**config.mk**
```make
export PLATFORM = sky130hd
export DESIGN_NAME = ivec_dispatch_bridge
export DESIGN_NICKNAME = d
export VERILOG_FILES = /design/src/rtl/ivd_pkg.sv /design/src/rtl/ivd_line_sync.sv /design/src/rtl/ivd_line_select.sv /design/src/rtl/ivd_slot.sv /design/src/rtl/ivec_dispatch_bridge.sv
export SDC_FILE = /design/constraint.sdc
export NUM_CORES = 1
export LEC_CHECK = 0
export ABC_CLOCK_PERIOD_IN_PS = 1500
export BUFFER_PORTS_ARGS = -buffer_cell sky130_fd_sc_hd__buf_2
export CAP_MARGIN = 20
export CORE_AREA = 5 5 74 76
export DETAILED_ROUTE_END_ITERATION = 10
export DIE_AREA = 0 0 79 81
export PLACE_DENSITY = 0.63
export SKIP_LAST_GASP = 1
export SYNTH_ARGS = -nofsm -noshare
export SYNTH_HDL_FRONTEND = slang
export SYNTH_SLANG_ARGS = --single-unit
```
**constraint.sdc**
```tcl
create_clock -name clk -period 1.5 [get_ports clk]
set_clock_uncertainty 0.15 [all_clocks]
set_input_delay 0.15 -clock clk [delete_from_list [all_inputs] [get_ports clk]]
set_output_delay 0.15 -clock clk [all_outputs]
set_load 0.05 [all_outputs]
```
**src/rtl/ivd_pkg.sv**
```systemverilog
package ivd_pkg;

    localparam int NUM_LINES  = 16;
    localparam int NUM_VEC    = 48;
    localparam int VEC_W      = $clog2(NUM_VEC);
    localparam int DATA_W     = 64;
    localparam int TAG_W      = 5;
    localparam logic [TAG_W-1:0] DESC_TAG = 5'h1f;
    localparam int BUSY_BIT   = 5;
    localparam int TRAP_W     = 9;
    localparam logic [TRAP_W-1:0] TRAP_VECTORED = 9'h060;

    typedef enum logic [1:0] {
        SEL_STATUS = 2'd0,
        SEL_WORD0  = 2'd1,
        SEL_WORD1  = 2'd2,
        SEL_WORD2  = 2'd3
    } rd_sel_e;

    typedef struct packed {
        logic              busy;
        logic              wake;
        logic [DATA_W-1:0] word0;
        logic [DATA_W-1:0] word1;
        logic [DATA_W-1:0] word2;
    } slot_state_t;

    // Sparse legacy-line map; zero means the line carries no vector.
    function automatic logic [VEC_W-1:0] line_vector(input int unsigned idx);
        case (idx)
            1:       return 6'h29;
            4:       return 6'h2b;
            6:       return 6'h27;
            7:       return 6'h22;
            12:      return 6'h2a;
            default: return '0;
        endcase
    endfunction

endpackage

```
**src/rtl/ivd_line_sync.sv**
```systemverilog
module ivd_line_sync #(
    parameter int N      = 16,
    parameter int STAGES = 2
) (
    input  logic         clk,
    input  logic         rst_n,
    input  logic [N-1:0] lines_async,
    output logic [N-1:0] rise,
    output logic [N-1:0] fall
);
    // pipe_q[STAGES-1] is the synchronized level, pipe_q[STAGES] its last value
    logic [STAGES:0][N-1:0] pipe_d, pipe_q;

    always_comb begin
        pipe_d = pipe_q;
        pipe_d[0] = lines_async;
        for (int s = 1; s <= STAGES; s++) begin
            pipe_d[s] = pipe_q[s-1];
        end
    end

    always_ff @(posedge clk) begin
        if (!rst_n) pipe_q <= '0;
        else        pipe_q <= pipe_d;
    end

    for (genvar g = 0; g < N; g++) begin : g_edge
        assign rise[g] =  pipe_q[STAGES-1][g] & ~pipe_q[STAGES][g];
        assign fall[g] = ~pipe_q[STAGES-1][g] &  pipe_q[STAGES][g];
    end

endmodule

```
**src/rtl/ivd_line_select.sv**
```systemverilog
module ivd_line_select
    import ivd_pkg::*;
#(
    parameter int N = NUM_LINES
) (
    input  logic [N-1:0]     rise,
    input  logic [N-1:0]     fall,
    output logic             raise_valid,
    output logic [VEC_W-1:0] raise_vec,
    output logic             lower_any
);
    logic [N-1:0] mapped;

    for (genvar g = 0; g < N; g++) begin : g_map
        assign mapped[g] = (line_vector(g) != '0);
    end

    // Scan downward so the lowest-numbered mapped rise is the one kept.
    always_comb begin
        raise_valid = 1'b0;
        raise_vec   = '0;
        for (int i = N-1; i >= 0; i--) begin
            if (rise[i] && mapped[i]) begin
                raise_valid = 1'b1;
                raise_vec   = line_vector(i);
            end
        end
    end

    assign lower_any = |(fall & mapped);

endmodule

```
**src/rtl/ivd_slot.sv**
```systemverilog
module ivd_slot
    import ivd_pkg::*;
(
    input  logic              clk,
    input  logic              rst_n,
    input  logic              raise_valid,
    input  logic [VEC_W-1:0]  raise_vec,
    input  logic              lower_req,
    input  logic [1:0]        rd_sel,
    output logic [DATA_W-1:0] rd_data,
    output logic [DATA_W-1:0] word0,
    output logic              hard_irq,
    output logic              wake,
    output logic [TRAP_W-1:0] trap_index
);
    slot_state_t st_d, st_q;
    logic [DATA_W-1:0] desc_d;
    logic [DATA_W-1:0] status_w;

    always_comb begin
        desc_d = '0;
        desc_d[VEC_W-1:0]        = raise_vec;
        desc_d[VEC_W +: TAG_W]   = DESC_TAG;

        st_d      = st_q;
        st_d.wake = 1'b0;
        if (st_q.busy) begin
            // raises are dropped while occupied; only a lower frees the slot
            if (lower_req) st_d.busy = 1'b0;
        end else if (raise_valid) begin
            st_d.busy  = 1'b1;
            st_d.wake  = 1'b1;
            st_d.word0 = desc_d;
            st_d.word1 = '0;
            st_d.word2 = '0;
        end
    end

    always_ff @(posedge clk) begin
        if (!rst_n) st_q <= '0;
        else        st_q <= st_d;
    end

    always_comb begin
        status_w = '0;
        status_w[BUSY_BIT] = st_q.busy;
        case (rd_sel_e'(rd_sel))
            SEL_STATUS: rd_data = status_w;
            SEL_WORD0:  rd_data = st_q.word0;
            SEL_WORD1:  rd_data = st_q.word1;
            default:    rd_data = st_q.word2;
        endcase
    end

    assign word0      = st_q.word0;
    assign hard_irq   = st_q.busy;
    assign wake       = st_q.wake;
    assign trap_index = st_q.busy ? TRAP_VECTORED : '0;

endmodule

```
**src/rtl/ivec_dispatch_bridge.sv**
```systemverilog
module ivec_dispatch_bridge
    import ivd_pkg::*;
(
    input  logic              clk,
    input  logic              rst_n,
    input  logic [15:0]       legacy_irq,
    input  logic              irq_ack,
    input  logic [1:0]        rd_sel,
    output logic [63:0]       rd_data,
    output logic              hard_irq,
    output logic              wake,
    output logic [8:0]        trap_index
);
    logic [NUM_LINES-1:0] rise_w, fall_w;
    logic                 raise_valid_w;
    logic [VEC_W-1:0]     raise_vec_w;
    logic                 lower_any_w;
    logic [DATA_W-1:0]    word0_w;

    ivd_line_sync #(.N(NUM_LINES), .STAGES(2)) u_sync (
        .clk         (clk),
        .rst_n       (rst_n),
        .lines_async (legacy_irq),
        .rise        (rise_w),
        .fall        (fall_w)
    );

    ivd_line_select #(.N(NUM_LINES)) u_select (
        .rise        (rise_w),
        .fall        (fall_w),
        .raise_valid (raise_valid_w),
        .raise_vec   (raise_vec_w),
        .lower_any   (lower_any_w)
    );

    ivd_slot u_slot (
        .clk         (clk),
        .rst_n       (rst_n),
        .raise_valid (raise_valid_w),
        .raise_vec   (raise_vec_w),
        .lower_req   (lower_any_w | irq_ack),
        .rd_sel      (rd_sel),
        .rd_data     (rd_data),
        .word0       (word0_w),
        .hard_irq    (hard_irq),
        .wake        (wake),
        .trap_index  (trap_index)
    );

endmodule

```
# [Yosys cells after proc, flatten, opt, wreduce, memory -nomap -nowiden]
# Cells that the tools add are included.
[totals] output_inout_bits=75 mem_count=0 ram_bits=0 in_bits=21 elab_cells=49 romBits=0 reg_bits=48 latch_bits=0
[op_classes] bitwise_logic=23 muxes=15 reduce_logical=4 div=0 add_sub_neg=0 n_lt_le_gt_ge=0 shift=0 mul=0 eq_ne=1
[op_table] operator="$mux 194" count=1
[op_table] operator="$mux 6" count=5
[op_table] operator="$pmux 11 s2" count=1
[op_table] operator="$not 1->1" count=12
[op_table] operator="$and 1x1->1" count=10
[op_table] operator="$mux 1" count=7
[op_table] operator="$mux 7" count=1
[op_table] operator="$reduce_or 5->1" count=1
[op_table] operator="$eq 2x1->1 const B" count=1
[op_table] operator="$logic_not 2->1" count=1
[op_table] operator="$reduce_and 2->1" count=1
[op_table] operator="$reduce_or 2->1" count=1
[op_table] operator="$or 1x1->1" count=1

# [Longest topological paths before layout]
[depth] depth_word=9 mapped_depth=4 depth_no_buf=4

# [By module]
# Synthesis repeated with hierarchy kept, for this count alone.
[hier_totals] hier_cells=315 area_unflattened_um2=2936.6
[modules_own_cells] module="ivd_line_sync" cells_per_inst=133 seq_area_each_um2=960.9 n_inst=1 area_per_inst_um2=1505.2
[modules_own_cells] module="ivd_slot" cells_per_inst=167 seq_area_each_um2=180.2 n_inst=1 area_per_inst_um2=1333.8
[modules_own_cells] module="ivd_line_select" cells_per_inst=14 seq_area_each_um2=0.0 n_inst=1 area_per_inst_um2=91.3
[modules_own_cells] module="ivec_dispatch_bridge" cells_per_inst=1 seq_area_each_um2=0.0 n_inst=1 area_per_inst_um2=6.3

# [Least setup slack after synthesis]
# No wires, ideal clock.
[synth_timing] kind="flip-flop to output port" from="reg u_slot.st_q (netlist bit u_slot.hard_irq)" to="out rd_data[5]" setup_slack_ns=-0.368 n_path_buf=1 t_required_ns=1.200 arrival_time_ns=1.568 path_stages_with_launch=4 path_cell_list="dfxtp_1 -> buf_6 -> mux2i_1 -> nor2_1"
[synth_via] elab_chain_cells=1
[synth_lines] element="start: declaration" line="ivd_slot.sv:16" source="slot_state_t st_d, st_q;"
[synth_lines] element="start signal: assignment" line="ivd_slot.sv:41" source="else st_q <= st_d;"
[synth_lines] element="$pmux 11 s2" line="ivd_slot.sv:47" source="case (rd_sel_e'(rd_sel))"
[synth_lines] element="end: declaration" line="ivec_dispatch_bridge.sv:9" source="output logic [63:0] rd_data,"
# Every way passes these cells.

# [Worst setup path after layout]
[layout_timing] from="reg u_sync.pipe_q (netlist bit u_sync.pipe_d[33])" to="reg u_slot.st_q (netlist bit u_slot.word0[0])"
[layout_via] elab_chain_cells=3 elab_cells_between_ends=4 classes_between="mux (2); bitwise (1); reduce/logical (1)"
[layout_lines] element="start: declaration" line="ivd_line_sync.sv:12" source="logic [STAGES:0][N-1:0] pipe_d, pipe_q;"
[layout_lines] element="start signal: assignment" line="ivd_line_sync.sv:24" source="else pipe_q <= pipe_d;"
[layout_lines] element="$and 1x1->1 *" line="ivd_line_sync.sv:28" source="assign rise[g] = pipe_q[STAGES-1][g] & ~pipe_q[STAGES][g];"
[layout_lines] element="$mux 1" line="ivd_line_select.sv:23" source="if (rise[i] && mapped[i]) begin"
[layout_lines] element="$reduce_and 2->1 (no source line)"
# Mark *: on every way between the ends. The rest lies on a longest branch, timed or not.
# A chain may end at the register's enable or synchronous reset.

==> results.json <==
{
  "status": "completed",
  "max-vdd-ir-drop_v": 0.000561,
  "drt-initial-drc-count": 38,
  "hp-start": "irq_ack",
  "gr-total-overflow": 0,
  "hold_path_class": "primary input to flop",
  "combPwrFrac": 0.360,
  "p_total_mw": 1.64,
  "period_share": 0.988,
  "tritoncts": "done",
  "antenna_found_initial": 0,
  "htree_levels": 1,
  "clockPowerShare": 0.234,
  "clkTransAtPathRegs_ns": 0.08,
  "antenna_cells": 0,
  "reg2reg_depth": 4,
  "grt_pass1_wl_mm": 2.66,
  "maxCapViolCount": 0,
  "wl_met1_um": 740,
  "rsz0062_at_grt": "true",
  "switching_share": 0.429,
  "layout_common_cells": "conb_1, buf_2, dfxtp_1",
  "setup_slack_ns": 0.0177,
  "io_pins": 96,
  "synth_cell_type_count": 30,
  "syn_area_per_cell_um2": 9.03,
  "whs_ns": 0.0267,
  "max_freq_mhz": 675,
  "portBuffers": 23,
  "post_cts_buffers": 0,
  "die-area_mm2": 0.00640,
  "critPathLaunchType": "flop",
  "start_util": 0.290,
  "syn_to_final_growth_pct": 3.51,
  "core-area_mm2": 0.00466,
  "ys_ff_latch": 23,
  "cp-end-kind": "flop",
  "post_drt_via_cell_ratio": 3.44,
  "firstDrtPassIters": 4,
  "dieHeight_um": 81,
  "cts_buffers": 3,
  "post-route-min-period_ns": 1.48,
  "cts-root-buf": "clkbuf_8",
  "syn_inst": 150,
  "dr_total_vias": 791,
  "wl_met3_um": 312,
  "drc": 0,
  "grt_max_degree": 25,
  "synth_area_mm2": 0.00135,
  "finalHoldViolCount": 0,
  "grt_pass1_vias": 593,
  "nFillCells": 497,
  "power.leakage_nw": 0.707,
  "hpwl_mm": 1.55,
  "yosysSeqAreaShare": 0.340,
  "r2r_start": "u_sync.pipe_d[33]",
  "routed.top_layer": "met4",
  "ctsLongestPathBuffers": 2,
  "cts_sinks": 23,
  "p_per_area_mw_per_mm2": 1170,
  "p_sw_uw": 705,
  "finalMaxSlewViolations": 0,
  "rows": 25,
  "totalWireLength_mm": 1.94,
  "layout.nets": 198,
  "critPathArrivalTime_ns": 1.49,
  "worstHoldPathCells": 3,
  "setup-violations-final": 0,
  "holdPathEnd": "u_slot.hard_irq",
  "r2r_end": "u_slot.word0[0]",
  "cp.required_ns": 1.51,
  "gp_congestion": 0.711,
  "wl_met2_um": 863,
  "die_width_um": 79,
  "yosysWarnings": 0,
  "track_usage": 0.0530,
  "ant_nets": 0,
  "r2r_slack_ns": 0.02,
  "clock_latency_ns": 0.26,
  "final_common_cell": "conb_1",
  "dp_slack_ns": -0.0249,
  "critPathMaxFanout": 4,
  "p_seq_frac": 0.407,
  "crit_type": "flop to flop",
  "power.internal_uw": 940,
  "wire_per_inst_um": 8.43,
  "drive_above_1_share": 0.244
}
routing by layer:
layer  up-vias  GRT usage
li1        399          -
met1       331     0.0616
met2        57     0.0833
met3         4     0.0266
met4         0     0.0206
met5         -          0
kinds of logic after synthesis:
| group | synth area share |
|---|---|
| AND/OR/NAND/NOR | 0.165 |
| other | 0.00277 |
| multiplexers | 0.00739 |
| AO/OA/AOI/OAI | 0.0823 |
| buffers and inverters | 0.402 |
| flip-flops | 0.340 |
critical path, cell delays in order, from the launching register on:
cell and delay [ns]:
dfxtp_2 0.33, nor2b_4 0.13, or3_4 0.38, a31o_1 0.19, o221a_1 0.19
power groups by stage:
stage          sequential (mW)  clock, mW  combinational (mW)
5_1_grt                  0.675      0.425               0.618
3_3_place_gp             0.681          0               0.564
3_5_place_dp             0.683          0               0.567
2_1_floorplan            0.700          0               0.629
4_1_cts                  0.668      0.405               0.580
6_report                 0.669      0.384               0.591
cell type report:
| cell class | instances | area, um^2 | area share |
|---|---|---|---|
| Clock buffer | 3 | 41.3 | 0.0295 |
| Multi-Input combinational cell | 111 | 601 | 0.429 |
| Tap cell | 54 | 67.6 | 0.0482 |
| Clock inverter | 1 | 6.26 | 0.00446 |
| Timing Repair Buffer | 32 | 198 | 0.141 |
| Sequential cell | 23 | 465 | 0.332 |
| Inverter | 6 | 22.5 | 0.0161 |
flip-flops by register name, indices dropped and copies added, names as in the netlist:
| signal | flops |
|---|---|
| u_slot.hard_irq | 1 |
| u_slot.word0 | 6 |
| u_sync.pipe_q | 5 |
| u_slot.wake | 1 |
| u_sync.pipe_d | 10 |
stage by stage:
step,setup TNS [ns],util,area (um^2),instances
after floorplan,-0.0258,-,1590,210
after global placement,0,0.274,1280,221
after detailed placement,-0.0249,0.274,1280,221
after CTS,-0.0228,0.296,1380,230
after global routing,-0.0141,0.301,1400,230
final,0,0.301,1400,230
worst max-delay path by stage:
stage | start | to | cells after the start
after floorplan | u_slot.hard_irq | u_slot.word0[0] | 4
after global placement | u_sync.pipe_d[36] | u_slot.word0[0] | 4
after detailed placement | u_sync.pipe_d[36] | u_slot.word0[0] | 4
after CTS | u_sync.pipe_q[44] | u_slot.word0[3] | 5
after global routing | u_sync.pipe_d[33] | u_slot.word0[0] | 4
final | u_sync.pipe_d[33] | u_slot.word0[0] | 4
what timing repair did:
item / 4_1_cts / 5_1_grt
hold buffers: 5 / 0
gates resized for setup: 2 / 5
endpoints found under the setup margin: 2 / 7
hold endpoints to repair: 5 / 0
pin swaps: 0 / 0
cells in the mapped netlist:
| library cell | count | area (um^2) |
|---|---|---|
| a21boi_0 | 1 | 7.51 |
| a21o_1 | 1 | 7.51 |
| a21oi_1 | 2 | 10.0 |
| a22oi_1 | 1 | 7.51 |
| a31o_1 | 1 | 8.76 |
| a31oi_1 | 1 | 6.26 |
| and2_1 | 20 | 125 |
| and2_2 | 1 | 7.51 |
| buf_4 | 67 | 503 |
| buf_6 | 1 | 11.3 |
| clkbuf_1 | 2 | 7.51 |
| conb_1 | 1 | 3.75 |
| dfxtp_1 | 23 | 460 |
| inv_1 | 6 | 22.5 |
| mux2i_1 | 1 | 10.0 |
| nand2_1 | 1 | 3.75 |
| nand2b_1 | 2 | 12.5 |
| nand3_1 | 1 | 5.00 |
| nor2_1 | 2 | 7.51 |
| nor2b_1 | 3 | 18.8 |
| nor2b_4 | 1 | 13.8 |
| nor3_1 | 1 | 5.00 |
| nor3b_1 | 1 | 7.51 |
| nor4_1 | 1 | 6.26 |
| o21a_1 | 2 | 15.0 |
| o221a_1 | 1 | 11.3 |
| o221a_2 | 2 | 22.5 |
| o221ai_1 | 1 | 8.76 |
| o22ai_1 | 1 | 6.26 |
| or3_4 | 1 | 11.3 |
No activity file was read; power rests on OpenSTA's default activity.
